### config.mk
export PLATFORM = sky130hd
export DESIGN_NAME = pirq_router
export DESIGN_NICKNAME = d
export VERILOG_FILES = /design/src/rtl/pirq_router_pkg.sv /design/src/rtl/pirq_route_regs.sv /design/src/rtl/pirq_level_map.sv /design/src/rtl/pirq_route_query.sv /design/src/rtl/pirq_slot_swizzle.sv /design/src/rtl/pirq_router.sv
export SDC_FILE = /design/constraint.sdc
export NUM_CORES = 1
export LEC_CHECK = 0
export BUFFER_PORTS_ARGS = -buffer_cell sky130_fd_sc_hd__buf_2
export CELL_PAD_IN_SITES_DETAIL_PLACEMENT = 0
export CELL_PAD_IN_SITES_GLOBAL_PLACEMENT = 1
export CORE_MARGIN = 2
export CORE_UTILIZATION = 45
export CTS_CLUSTER_SIZE = 20
export DETAILED_ROUTE_END_ITERATION = 7
export PLACE_DENSITY = 0.86
export SYNTH_ARGS = -nofsm -noshare
export SYNTH_HDL_FRONTEND = slang
export SYNTH_SLANG_ARGS = --single-unit
### constraint.sdc
create_clock -name clk -period 2.3 [get_ports clk]
set_input_delay 0.345 -clock clk [delete_from_list [all_inputs] [get_ports clk]]
set_output_delay 0.345 -clock clk [all_outputs]
set_load 0.02 [all_outputs]
### src/rtl/pirq_router_pkg.sv
package pirq_router_pkg;
   localparam logic [7:0] ROUTE_OFF_CODE = 8'h80;
   localparam int         PIN_COUNT      = 4;
   localparam int         BYTE_W         = 8;
endpackage

### src/rtl/pirq_route_regs.sv
module pirq_route_regs
   import pirq_router_pkg::*;
#(
   parameter int            NUM_PIRQ  = 4,
   parameter int            SEL_W     = 8,
   parameter int            DATA_W    = 32,
   parameter int            ADDR_W    = 8,
   parameter logic [ADDR_W-1:0] BASE_WORD = 8'h18,
   localparam int           STRB_W    = DATA_W / BYTE_W
)(
   input  logic                           clk,
   input  logic                           rst_n,
   input  logic                           wr_en,
   input  logic [ADDR_W-1:0]              addr,
   input  logic [DATA_W-1:0]              wr_data,
   input  logic [STRB_W-1:0]              wr_strb,
   output logic [DATA_W-1:0]              rd_data,
   output logic [NUM_PIRQ-1:0][SEL_W-1:0] route_q,
   output logic [NUM_PIRQ-1:0][SEL_W-1:0] route_d
);
   logic hit;
   assign hit = (addr == BASE_WORD);

   generate
      for (genvar p = 0; p < NUM_PIRQ; p++) begin : g_sel
         always_comb begin
            route_d[p] = route_q[p];
            if (wr_en && hit && wr_strb[p])
               route_d[p] = wr_data[p*BYTE_W +: SEL_W];
         end

         always_ff @(posedge clk or negedge rst_n) begin
            if (!rst_n) route_q[p] <= ROUTE_OFF_CODE;
            else        route_q[p] <= route_d[p];
         end
      end
   endgenerate

   always_comb begin
      rd_data = '0;
      if (hit) begin
         for (int p = 0; p < NUM_PIRQ; p++)
            rd_data[p*BYTE_W +: SEL_W] = route_q[p];
      end
   end
endmodule

### src/rtl/pirq_level_map.sv
module pirq_level_map #(
   parameter int NUM_PIRQ  = 4,
   parameter int NUM_LINES = 16,
   parameter int SEL_W     = 8
)(
   input  logic                           clk,
   input  logic                           rst_n,
   input  logic [NUM_PIRQ-1:0][SEL_W-1:0] route_d,
   input  logic [NUM_PIRQ-1:0]            pirq_lvl,
   output logic [NUM_LINES-1:0]           irq_out
);
   logic [NUM_LINES-1:0][NUM_PIRQ-1:0] map_q;
   logic [NUM_LINES-1:0][NUM_PIRQ-1:0] map_d;

   generate
      for (genvar l = 0; l < NUM_LINES; l++) begin : g_line
         for (genvar p = 0; p < NUM_PIRQ; p++) begin : g_src
            assign map_d[l][p] = pirq_lvl[p] && (route_d[p] == SEL_W'(l));
         end
         assign irq_out[l] = |map_q[l];
      end
   endgenerate

   always_ff @(posedge clk or negedge rst_n) begin
      if (!rst_n) map_q <= '0;
      else        map_q <= map_d;
   end
endmodule

### src/rtl/pirq_route_query.sv
module pirq_route_query #(
   parameter int NUM_PIRQ  = 4,
   parameter int NUM_LINES = 16,
   parameter int SEL_W     = 8,
   localparam int LINE_W   = $clog2(NUM_LINES),
   localparam int PIN_W    = $clog2(NUM_PIRQ)
)(
   input  logic [NUM_PIRQ-1:0][SEL_W-1:0] route_q,
   input  logic [PIN_W-1:0]               query_pin,
   output logic                           query_en,
   output logic [LINE_W-1:0]              query_line
);
   logic [SEL_W-1:0] sel;
   assign sel = route_q[query_pin];

   always_comb begin
      query_en   = (int'(sel) < NUM_LINES);
      query_line = '1;
      if (query_en) query_line = LINE_W'(int'(sel));
   end
endmodule

### src/rtl/pirq_slot_swizzle.sv
module pirq_slot_swizzle #(
   parameter int SLOT_W     = 5,
   parameter bit SWIZZLE_EN = 1'b1
)(
   input  logic [SLOT_W-1:0] slot_num,
   input  logic [1:0]        slot_pin,
   output logic [1:0]        slot_pirq
);
   generate
      if (SWIZZLE_EN) begin : g_rot
         assign slot_pirq = 2'((int'(slot_pin) + int'(slot_num) + 3) % 4);
      end else begin : g_flat
         assign slot_pirq = slot_pin;
      end
   endgenerate
endmodule

### src/rtl/pirq_router.sv
module pirq_router
   import pirq_router_pkg::*;
#(
   parameter int            NUM_PIRQ   = 4,
   parameter int            NUM_LINES  = 16,
   parameter int            SEL_W      = 8,
   parameter int            DATA_W     = 32,
   parameter int            ADDR_W     = 8,
   parameter logic [ADDR_W-1:0] BASE_WORD = 8'h18,
   parameter int            SLOT_W     = 5,
   parameter bit            SWIZZLE_EN = 1'b1,
   localparam int           STRB_W     = DATA_W / BYTE_W,
   localparam int           LINE_W     = $clog2(NUM_LINES),
   localparam int           PIN_W      = $clog2(NUM_PIRQ)
)(
   input  logic                 clk,
   input  logic                 rst_n,
   input  logic                 wr_en,
   input  logic [ADDR_W-1:0]    addr,
   input  logic [DATA_W-1:0]    wr_data,
   input  logic [STRB_W-1:0]    wr_strb,
   output logic [DATA_W-1:0]    rd_data,
   input  logic [NUM_PIRQ-1:0]  pirq_lvl,
   output logic [NUM_LINES-1:0] irq_out,
   input  logic [PIN_W-1:0]     query_pin,
   output logic                 query_en,
   output logic [LINE_W-1:0]    query_line,
   input  logic [SLOT_W-1:0]    slot_num,
   input  logic [1:0]           slot_pin,
   output logic [1:0]           slot_pirq
);
   generate
      if (NUM_PIRQ != PIN_COUNT) begin : g_bad_pirq
         $error("pirq_router: NUM_PIRQ must be 4");
      end
      if (SEL_W != BYTE_W) begin : g_bad_sel
         $error("pirq_router: selectors must be one byte wide");
      end
      if (NUM_PIRQ * SEL_W > DATA_W) begin : g_bad_data
         $error("pirq_router: selectors do not fit the data bus");
      end
      if (NUM_LINES < 2 || NUM_LINES > (1 << SEL_W) - 1) begin : g_bad_lines
         $error("pirq_router: NUM_LINES leaves no disabling code");
      end
      if (int'(ROUTE_OFF_CODE) < NUM_LINES) begin : g_bad_off
         $error("pirq_router: reset code must disable the route");
      end
   endgenerate

   logic [NUM_PIRQ-1:0][SEL_W-1:0] route_q;
   logic [NUM_PIRQ-1:0][SEL_W-1:0] route_d;

   pirq_route_regs #(
      .NUM_PIRQ (NUM_PIRQ), .SEL_W (SEL_W), .DATA_W (DATA_W),
      .ADDR_W (ADDR_W), .BASE_WORD (BASE_WORD)
   ) u_regs (
      .clk, .rst_n, .wr_en, .addr, .wr_data, .wr_strb,
      .rd_data, .route_q, .route_d
   );

   pirq_level_map #(
      .NUM_PIRQ (NUM_PIRQ), .NUM_LINES (NUM_LINES), .SEL_W (SEL_W)
   ) u_map (
      .clk, .rst_n, .route_d, .pirq_lvl, .irq_out
   );

   pirq_route_query #(
      .NUM_PIRQ (NUM_PIRQ), .NUM_LINES (NUM_LINES), .SEL_W (SEL_W)
   ) u_query (
      .route_q, .query_pin, .query_en, .query_line
   );

   pirq_slot_swizzle #(
      .SLOT_W (SLOT_W), .SWIZZLE_EN (SWIZZLE_EN)
   ) u_swz (
      .slot_num, .slot_pin, .slot_pirq
   );
endmodule

## Word-level counts from Yosys, hierarchy flattened

Index checks and enable logic that the tools add are counted.
Widths: inputs -> output; s select.

| operators by class | value |
|---|---|
| reductions and logical operators | 89 |
| eq/ne operators | 61 |
| magnitude comparators | 2 |
| mux-type cells | 8 |
| $add $sub $neg | 2 |

Operators with widths:

| operator | count |
|---|---|
| $eq 8x4->1 const B | 32 |
| $eq 8x3->1 const B | 16 |
| $logic_and 1x1->1 | 69 |
| $eq 8x2->1 const B | 8 |
| $reduce_or 4->1 | 16 |
| $mux 8 | 5 |
| $eq 8x1->1 const B | 4 |
| $logic_not 8->1 | 4 |
| $mux 32 | 1 |
| $bmux 8 s2 | 1 |
| $eq 8x5->1 const B | 1 |
| $lt 8x5->1 const B | 1 |
| $mux 4 | 1 |
| $lt 2x3->1 const B | 1 |
| $add 2x1->2 const B | 1 |
| $add 2x2->2 | 1 |

| word-level totals | value |
|---|---|
| flip-flop bits (word level) | 96 |
| input port bits | 60 |
| word-level logic and storage cells | 182 |

## Depth between registers and ports, before layout

Gate-level depths: netlist of run 1.

| logic depth | value |
|---|---|
| depth after elaboration | 6 |
| depth in mapped cells | 5 |

## By module

Synthesis of run 1 repeated with hierarchy kept, for this count alone.

| unflattened totals | value |
|---|---|
| cells, all modules | 320 |
| area, all modules | 4,316.6 sq um |

By module, submodules not included:

| module | instances | area each (sq um) | cells each | seq. area each (sq um) |
|---|---|---|---|---|
| pirq_level_map | 1 | 2,502.4 | 184 | 1,601.5 |
| pirq_route_regs | 1 | 1,521.5 | 108 | 805.8 |
| pirq_route_query | 1 | 245.2 | 23 | 0.0 |
| pirq_slot_swizzle | 1 | 47.5 | 5 | 0.0 |

## Worst setup path before layout of run 1

Ideal clock, no wire load.

| timing | value |
|---|---|
| path kind | input port to output port |
| start | in addr[2] |
| end | out rd_data[10] |
| setup slack | 0.570 ns |
| buffers on the path | 2 |
| cell stages on the path | 4 |
| required time | 1.955 ns |
| data arrival time | 1.385 ns |
| path through | nor4b_4 > buf_6 > clkbuf_1 > and3_1 |

| on the way | value |
|---|---|
| word-level cells in the longest chain between the ends | 2 |

Ends and longest elaborated chain:

| item | line | source |
|---|---|---|
| start, declared | pirq_router.sv:19 | `input logic [ADDR_W-1:0] addr,` |
| $eq 8x5->1 | pirq_route_regs.sv:22 | `assign hit = (addr == BASE_WORD);` |
| $mux 32 | pirq_route_regs.sv:41 | `if (hit) begin` |
| end, declared | pirq_router.sv:22 | `output logic [DATA_W-1:0] rd_data,` |

No other way between the ends.

## Final worst setup path of run 1

| timing | value |
|---|---|
| start | reg u_regs.route_q[14] (netlist bit) |
| end | out query_en |

| on the way | value |
|---|---|
| word-level cells in the longest chain between the ends | 3 |

Ends and longest elaborated chain:

| item | line | source |
|---|---|---|
| start, declared | pirq_route_regs.sv:18 | `output logic [NUM_PIRQ-1:0][SEL_W-1:0] route_q,` |
| start signal, assigned by index | pirq_route_regs.sv:34 | `else route_q[p] <= route_d[p];` |
| $bmux 8 s2 | pirq_route_query.sv:14 | `assign sel = route_q[query_pin];` |
| $mux 8 (implied by the code) | pirq_route_query.sv:14 |  |
| $lt 8x5->1 | pirq_route_query.sv:17 | `query_en = (int'(sel) < NUM_LINES);` |
| end, declared | pirq_router.sv:26 | `output logic query_en,` |

No other way between the ends. The select of a mux whose other input is x is not followed.

==> out/summary.txt, run 1 <==
Outcome: completed
Primary FF master, synth: dfrtp_1
Relative slew slack: 51.7%
Vias per cell: 5.97
Chip width: 116 um
Metal2 WL: 7180 um
Setup WS pre-CTS: 0.257 ns
Post-Synth XOR/XNOR Area: 0.313%
Number of hold violations in the final report: 0
Core Area: 12100 um2
Crit path depth: 4
Input/output buffers: 111
1st-iter DRT viols: 439
Synth-to-layout area growth: 19.5%
Reg2Reg Depth: 4
Synth Area per Inst: 10.9 um2
Register area share after synthesis: 43.0%
Die H: 116 um
Worst setup EP type: output pin
WS Path Type: reg -> out
Main combinational cell family by area after synthesis: simple AND/OR/NAND/NOR gates
Cell taking the most area after synthesis: dfrtp_1
WL met3: 1130 um
Ys async rst share: 100%
Reg-to-Reg End: u_map.map_q[6]
Clock transition at path regs: 0.07 ns
Ranking of synthesized cells by area: dfrtp_1, mux2i_1, nand3_1, mux2_2, and3_1
Cell family with the largest share of critical-path delay: multiplexers
CTS tree: done
Post-Layout Cell Count: 794
Setup WS post-layout: 0.155 ns
Sink Count: 96
H-tree lvl count: 3
Layout cells sized above 1: 31.9%
CP Cell Sequence: nor4_4 > mux2_2 > mux2_2 > buf_2
Critical Path Start: u_regs.route_q[14]
Post-CTS setup buffers: 0
Vias in the first global route: 4386
# fillers: 1062
Cell variety after synth: 35
Slowest-stage cell, CP: nor4_4
Hold Crit Class: in -> async
Final setup TNS: 0 ns
DIE AREA: 13300 um2
Post-synthesis adder-cell area fraction: 0.224%
Worst setup path end: query_en
Crit-path max FO: 5
Via count of the routed design: 4738
Post-Syn Area: 5600 um2
Synthesized net count: 574
TritonRoute pass-1 iters: 5
Drt wl/cell: 20.0 um
Maximum vdd drop: 327 uV
Routed Antenna Nets: 0
Most frequent cell on the critical path: mux2_2
Critical Path Max Stage Delay: 0.43 ns
Post_cts resized: 0
Antenna violations before repair: 0
Power Dens Cells: 538 nW/um2
Clk_skew: 0.00659 ns
Number of synthesized flops with an enable pin: 0
GRT Overall Usage: 24.4%
First-pass GRT wire length: 24400 um
Fmax: 466 MHz
Final period utilization: 93.3%
R2R setup slack: 0.72 ns
Yosys top cell area share: 41.1%
DRT met1 WL: 7230 um
I/O pin count: 115
Post-CTS Hold Buffers: 0
Flops & latches, synth: 96
Placed Cells incl. Taps: 778
Worst-Margin Slew: 0.718 ns
Placer Congestion: 0.892
Simple-Gate Fraction of Synth Area: 32.2%
Compound-cell area share of the yosys netlist: 1.16%
Final Max Tran Viols: 0
Max_cap viols: 0
Final antenna diode count: 0
Hpwl dp: 11900 um
Largest net degree at the start of global routing: 51
Initial Util: 46.4%
Nets: 682
Top sig layer: met4
Synth warn: 0
Worst skew pair latency: 0.35 ns
Row cnt: 40
Drt total wl: 15900 um
Aggregate global routing overflow: 0
Synth top cells by count: dfrtp_1, nand3_1, mux2i_1
Root buf cell: clkbuf_16
Synth Instances: 513
Worst path required time: 1.96 ns
Most frequent cell after synthesis: dfrtp_1
Worst EP arrival: 1.80 ns
Lkg Pwr: 3.69 nW
Remaining DRCs: 0
Reg-to-reg startpoint: u_regs.route_q[22]
Core Util, Final: 55.4%
Total CTS buffers: 9
RSZ-0062 raised after global routing: false
Post-synthesis mux area share: 19.6%
Crit path buf inv count: 1
Final min period: 2.14 ns
Clock Path Buffers: 2
Setup crit start kind: register
Final setup fails: 0
Total power: 3.60 mW
## state kept, by name, summed over array words and instances (netlist names)
register and cells:
u_map.map_q 64, u_regs.route_q 32
## logic make-up (layout without fill, tap and decap cells)
| kind of cell | count (synthesis) | after routing |
|---|---|---|
| AOI/OAI and AO/OA | 8 | 8 |
| xor gates and xnor gates | 2 | 2 |
| adders and majority gates | 1 | 1 |
| buffers and inverters | 41 | 154 |
| DFF | 96 | 96 |
| muxes | 103 | 103 |
| and+or+nand+nor | 262 | 262 |
## cell type report
type / instances / area, um2 / area share (%)
inverters: 3 / 11.3 / 0.168
multi-input cells: 376 / 3000 / 44.9
flip-flops and latches: 96 / 2410 / 36.0
clock buffers: 10 / 229 / 3.42
clock inverters: 6 / 50.0 / 0.748
repair buffers: 135 / 776 / 11.6
well taps: 168 / 210 / 3.14
## routing by layer
| metal | up-vias | track usage, % |
|---|---|---|
| met3 | 21 | 4.45 |
| met5 | - | 0 |
| met4 | 0 | 9.24 |
| met1 | 2313 | 36.0 |
| li1 | 2201 | - |
| met2 | 203 | 35.8 |
## where the power goes
group | internal [mW] | switching, mW
Sequential | 1.72 | 0.0320
Combinational | 0.156 | 0.269
Clock | 0.749 | 0.676
## layout by cell type, fill, tap and decap left out, types with 3 or more instances in the layout
cell type | netlist | final
mux2_2 | 25 | 25
a32oi_1 | 4 | 4
nand4_1 | 31 | 31
dfrtp_1 | 92 | 92
nor4_1 | 6 | 6
a211oi_1 | 4 | 4
or4_1 | 16 | 16
nand4_2 | 5 | 5
mux2i_1 | 68 | 68
clkbuf_16 | 0 | 9
nor3b_2 | 3 | 3
nand3_1 | 75 | 75
buf_12 | 0 | 3
nor2_1 | 14 | 14
buf_4 | 2 | 22
mux2_4 | 6 | 6
and3b_1 | 9 | 9
dfstp_2 | 4 | 4
nand4b_1 | 22 | 22
and3_1 | 35 | 35
buf_2 | 2 | 110
mux2_1 | 4 | 4
and2_1 | 3 | 3
inv_1 | 3 | 3
nor4bb_1 | 9 | 9
nor4b_1 | 9 | 9
nor2b_1 | 14 | 14
## how the worst min path moves through the flow
stage	end	slack, ns	cells past startpoint	startpoint
after floorplan	u_map.map_q[0]	0.05	0	rst_n
after detailed placement	u_map.map_q[11]	0.41	1	rst_n
after global placement	u_regs.route_q[27]	0.39	1	rst_n
after CTS	u_map.map_q[11]	0.04	1	rst_n
final	u_regs.route_q[27]	0.01	1	rst_n
after global routing	u_map.map_q[53]	0.07	1	rst_n
## stage by stage
| step | hold WS, ns | cell area, um2 |
|---|---|---|
| 2_1_floorplan | 0.0494 | 5600 |
| 4_1_cts | 0.0407 | 6680 |
| 3_3_place_gp | 0.394 | 6400 |
| 3_5_place_dp | 0.414 | 6400 |
| 5_1_grt | 0.0707 | 6690 |
| 6_report | 0.0146 | 6690 |
Note: power is estimated with default switching activity, not from simulation.
==> run 2: changes to the inputs <==
- CORE_ASPECT_RATIO: default -> 1.1
==> run 2 against run 1 <==
  * Routed wire length down 2.4%
  * Clock skew about the same
  * Highest routed layer unchanged
  * Via count down 0.42%
  * Non-clock buffer count down 6
  * Flip-flop and latch count unchanged
  * Worst setup slack worse by 0.10 ns
  * Utilization down 0.38 points
  * Final cell count down 2.5%
  * Clock power up 9.9%
  * Sequential share of layout area up 0.18 points
  * Design area down 0.49%
  * Register-to-register slack worse by 0.09 ns
==> out/summary.txt, run 2 (synthesized netlist as in run 1, its figures left out) <==
Drt wl/cell: 20.1 um (was 20.0 um)
Hpwl dp: 11700 um (was 11900 um)
Clk_skew: 0.00658 ns (was 0.00659 ns)
Total power: 3.73 mW (was 3.60 mW)
Final period utilization: 97.7% (was 93.3%)
Top reg by flops: u_map.map_q (unchanged)
Flip-flop count of the largest register after layout: 64 (unchanged)
Core Util, Final: 55.1% (was 55.4%)
Most common cell after layout, fill and taps aside: buf_2 (unchanged)
First-pass GRT wire length: 24100 um (was 24400 um)
Most frequent cells in the layout: buf_2, dfrtp_1, nand3_1 (unchanged)
Final Max Tran Viols: 0 (unchanged)
Number of hold violations in the final report: 0 (unchanged)
TritonRoute pass-1 iters: 4 (was 5)
# fillers: 1100 (was 1062)
Worst path required time: 1.96 ns (about the same)
Die H: 121 um (was 116 um)
Routed Antenna Nets: 0 (unchanged)
Clock transition at path regs: 0.07 ns (about the same)
Register area: 2410 um2 (unchanged)
Worst Hold Launch: wr_data[20]
CTS tree: done (unchanged)
Max_cap viols: 0 (unchanged)
Core Area: 12100 um2 (about the same)
Antenna violations before repair: 0 (unchanged)
Worst hold slack: 0.235 ns (was 0.0146 ns)
Worst Hold Depth: 2
Biggest regs: u_map.map_q x64, u_regs.route_q x32 (unchanged)
Drt total wl: 15500 um (was 15900 um)
Initial Util: 46.3% (was 46.4%)
Final min period: 2.25 ns (was 2.14 ns)
GRT Overall Usage: 24.2% (was 24.4%)
Nets: 676 (was 682)
WS Path Type: reg -> out (unchanged)
Lkg Pwr: 3.67 nW (was 3.69 nW)
Fmax: 445 MHz (was 466 MHz)
Placer Congestion: 0.935 (was 0.892)
Maximum vdd drop: 403 uV (was 327 uV)
Post_cts resized: 0 (unchanged)
R2R setup slack: 0.63 ns (was 0.72 ns)
Vias per cell: 6.10 (was 5.97)
Relative slew slack: 50.3% (was 51.7%)
Root buf cell: clkbuf_16 (unchanged)
Layout cells sized above 1: 31.3% (was 31.9%)
1st-iter DRT viols: 327 (was 439)
Worst setup EP type: output pin (unchanged)
Row cnt: 42 (was 40)
Largest net degree at the start of global routing: 40 (was 51)
Vias in the first global route: 4514 (was 4386)
Setup crit start kind: register (unchanged)
Final setup fails: 0 (unchanged)
Crit-path max FO: 5 (unchanged)
Synth-to-layout area growth: 18.9% (was 19.5%)
Reg2Reg Depth: 3 (was 4)
Total CTS buffers: 9 (unchanged)
Hold Path Sink: u_regs.route_q[20]
I/O pin count: 115 (unchanged)
H-tree lvl count: 3 (unchanged)
Final antenna diode count: 0 (unchanged)
Final setup TNS: 0 ns (unchanged)
Aggregate global routing overflow: 0 (unchanged)
Reg-to-Reg End: u_map.map_q[12] (was u_map.map_q[6])
Worst-Margin Slew: 0.735 ns (was 0.718 ns)
RSZ-0062 raised after global routing: false (unchanged)
Chip width: 110 um (was 116 um)
Worst EP arrival: 1.90 ns (was 1.80 ns)
Sink Count: 96 (unchanged)
DIE AREA: 13300 um2 (about the same)
Power Dens Cells: 561 nW/um2 (was 538 nW/um2)
Input/output buffers: 111 (unchanged)
Clock Path Buffers: 2 (unchanged)
Hold Crit Class: in -> reg (was in -> async)
Via count of the routed design: 4718 (was 4738)
Multi-input logic area: 3000 um2 (about the same)
Outcome: completed (unchanged)
Worst skew pair latency: 0.35 ns (about the same)
Reg-to-reg startpoint: u_regs.route_q[5] (was u_regs.route_q[22])
Post-CTS Hold Buffers: 1 (was 0)
Remaining DRCs: 0 (unchanged)
Post-CTS setup buffers: 0 (unchanged)
run 2: through the flow:
stage / area (um2) / setup WS, ns / std cells
2_1_floorplan: 5600 / 0.570 / 513
3_3_place_gp: 6330 / 0.391 / 757
3_5_place_dp: 6330 / 0.383 / 757
4_1_cts: 6660 / 0.0860 / 774
5_1_grt: 6660 / 0.0258 / 774
6_report: 6660 / 0.0540 / 774
run 2: layout make-up:
cell class / count / area share [%]
clock inverters: 7 / 1.35
well taps: 154 / 2.90
repair buffers: 129 / 11.0
flip-flops and latches: 96 / 36.2
inverters: 3 / 0.169
multi-input cells: 376 / 45.0
clock buffers: 9 / 3.38
run 2: worst max-delay path, stage by stage (launching register included):
cell	delay, ns
dfrtp_1	0.40
nor4_2	0.50
mux2_2	0.31
a32oi_1	0.14
buf_2	0.19
run 2: worst max-delay path by stage:
stage,startpoint,to,depth (start not counted)
detailed placement,addr[5],u_map.map_q[43],6
finish,u_regs.route_q[14],query_line[2],4
CTS,u_regs.route_q[14],query_line[2],4
global route,u_regs.route_q[14],query_line[2],4
global placement,addr[2],u_map.map_q[43],6
floorplan,addr[2],rd_data[10],4
run 2: layer usage:
layer  vias up  wire length [um]  track usage [%]
met4         0               462             10.8
met2       197              7260             36.9
met5         -                 0                0
li1       2197                 -                -
met1      2300              6750             33.4
met3        24              1050             4.51
run 2: power by group:
group	internal (mW)	switching, mW	total [mW]	leakage, nW
Sequential	1.72	0.0334	1.75	1.32
Combinational	0.153	0.263	0.416	2.20
Clock	0.865	0.698	1.56	0.153
==> run 3: changes to the inputs <==
- RECOVER_POWER: default -> 100
- clock period: 2.3 -> 2.8 ns (I/O delays scaled with it)
==> run 3 against run 2 <==
  * The run now ends with capacitance limit, slew limit left
  * Worst setup slack better by 0.37 ns
  * Die area unchanged
  * Sequential power decreased by 18%
  * Routed wire length about the same
  * Critical path depth grew 2
  * Design area down 3.0%
  * Critical path type is now in -> reg
  * Largest cell class unchanged
==> out/summary.txt, run 3 (synthesized netlist as in run 1, its figures left out) <==
Outcome: finished with violations (was completed)
Violated checks: capacitance limit, slew limit
Design area: 6450 um2 (was 6660 um2)
Worst EP arrival: 2.61 ns (was 1.90 ns)
Sink Count: 96 (unchanged)
Worst skew pair latency: 0.35 ns (about the same)
Routed Antenna Nets: 0 (unchanged)
Worst-Margin Slew: 2.08 ns (was 0.735 ns)
Post-Layout Cell Count: 768 (was 774)
Total CTS buffers: 9 (unchanged)
Input/output buffers: 111 (unchanged)
Final min period: 2.38 ns
Post_cts resized: 0 (unchanged)
Multi-input logic area: 2940 um2 (was 3000 um2)
Worst path required time: 3.03 ns (was 1.96 ns)
Reg2Reg Depth: 3 (unchanged)
Chip width: 110 um (unchanged)
Biggest regs: u_map.map_q x64, u_regs.route_q x32 (unchanged)
CTS tree: done (unchanged)
I/O pin count: 115 (unchanged)
Most frequent cells in the layout: dfrtp_1, nand3_1, mux2i_1 (was buf_2, dfrtp_1, nand3_1)
NetSw: 0.791 mW (was 0.995 mW)
Initial Util: 46.3% (unchanged)
Clk network pwr share: 43.4% (was 41.9%)
First-pass GRT wire length: 23900 um (was 24100 um)
WS Path Type: in -> reg (was reg -> out)
Row cnt: 42 (unchanged)
Setup WS pre-CTS: 0.473 ns (was 0.383 ns)
Hpwl dp: 11300 um (was 11700 um)
Most common cell after layout, fill and taps aside: dfrtp_1 (was buf_2)
Aggregate global routing overflow: 0 (unchanged)
Relative slew slack: -38.9% (was 50.3%)
Synth-to-layout area growth: 15.3% (was 18.9%)
Die H: 121 um (unchanged)
RSZ-0062 raised after global routing: false (unchanged)
Number of hold violations in the final report: 0 (unchanged)
Post-CTS setup buffers: 0 (unchanged)
Vias per cell: 6.09 (was 6.10)
Hold Crit Class: in -> reg (unchanged)
Final period utilization: 84.9%
DIE AREA: 13300 um2 (unchanged)
Drt wl/cell: 20.2 um (was 20.1 um)
Core Util, Final: 53.4% (was 55.1%)
Largest net degree at the start of global routing: 97 (was 40)
Int Pwr: 2.32 mW (was 2.74 mW)
R2R setup slack: 1.06 ns (was 0.63 ns)
H-tree lvl count: 3 (unchanged)
Nets: 670 (was 676)
Clock Path Buffers: 2 (unchanged)
Max_cap viols: 1 (was 0)
Fmax: 421 MHz
Register area: 2410 um2 (unchanged)
Placer Congestion: 0.898 (was 0.935)
Antenna violations before repair: 0 (unchanged)
Maximum vdd drop: 265 uV (was 403 uV)
GRT Overall Usage: 24.0% (was 24.2%)
Crit-path max FO: 39 (was 5)
Top reg by flops: u_map.map_q (unchanged)
Clk_skew: 0.00658 ns (about the same)
Via count of the routed design: 4680 (was 4718)
Power Dens Cells: 482 nW/um2 (was 561 nW/um2)
# fillers: 1138 (was 1100)
Layout cells sized above 1: 19.9% (was 31.3%)
Setup WS post-layout: 0.422 ns (was 0.0540 ns)
Remaining DRCs: 0 (unchanged)
Clock transition at path regs: 0.07 ns (about the same)
Drt total wl: 15500 um (about the same)
Final antenna diode count: 0 (unchanged)
Seq pwr share: 46.3% (was 46.9%)
1st-iter DRT viols: 385 (was 327)
Placed cell area: 6270 um2 (was 6330 um2)
Root buf cell: clkbuf_16 (unchanged)
Lkg Pwr: 3.32 nW (was 3.67 nW)
Post-CTS Hold Buffers: 0 (was 1)
Combinational Power Share: 10.4% (was 11.2%)
Worst Hold Depth: 2 (unchanged)
TritonRoute pass-1 iters: 5 (was 4)
Vias in the first global route: 4441 (was 4514)
Final Max Tran Viols: 97 (was 0)
Final setup TNS: 0 ns (unchanged)
Core Area: 12100 um2 (unchanged)
Setup crit start kind: primary input (was register)
Switching Fraction: 25.5% (was 26.7%)
Placed Cells incl. Taps: 752 (was 757)
Final setup fails: 0 (unchanged)
Worst setup EP type: register (was output pin)
Flip-flop count of the largest register after layout: 64 (unchanged)
## run 3: cell count changes in the layout (fill, tap and decap cells not counted), moves of 2 or more
cell,before,now
buf_12,3,0
buf_2,110,57
buf_4,15,9
clkbuf_1,0,55
clkinv_4,3,1
mux2_1,4,11
mux2_4,6,0
nand4_1,31,36
nand4_2,5,0
## run 3: layout make-up
class                   instances  share of cell area, %
multi-input cells             376                   45.6
well taps                     154                   2.99
clock inverters                 7                   1.59
flip-flops and latches         96                   37.3
repair buffers                123                   8.86
inverters                       3                  0.175
clock buffers                   9                   3.49
## run 3: worst paths after layout
kind,from,endpoint
max in group asynchronous,rst_n,u_regs.route_q[5]
hold reg to reg,u_regs.route_q[13],u_regs.route_q[13]
min in group asynchronous,rst_n,u_map.map_q[7]
setup reg to reg,u_regs.route_q[5],u_map.map_q[8]
setup / recovery,addr[3],u_regs.route_q[11]
hold / removal,wr_data[20],u_regs.route_q[20]
## run 3: routing by layer
layer	vias up	share of wire [%]	track usage, %
met4	0	3.0	10.2
met2	191	45	35.9
met5	-	0	0
met3	25	7.1	3.76
met1	2275	45	34.4
li1	2189	-	-
## run 3: worst max-delay path, stage by stage
cell	delay, ns
buf_2	0.09
nor4b_4	0.12
clkbuf_2	0.47
nand4_1	0.28
clkbuf_1	0.81
mux2_2	0.41
## run 3: stage by stage
stage                     power, mW  hold slack (ns)
after global routing           3.23            0.320
after floorplan                1.63            0.124
after global placement         1.79            0.509
after CTS                      3.14            0.146
after detailed placement       1.80            0.516
final                          3.11            0.320
## run 3: power groups by stage
stage | registers (mW) | clock network (mW) | logic (mW)
after floorplan | 1.45 | 0 | 0.185
after global placement | 1.46 | 0 | 0.326
after detailed placement | 1.46 | 0 | 0.332
after CTS | 1.44 | 1.37 | 0.333
after global routing | 1.44 | 1.44 | 0.353
final | 1.44 | 1.35 | 0.322
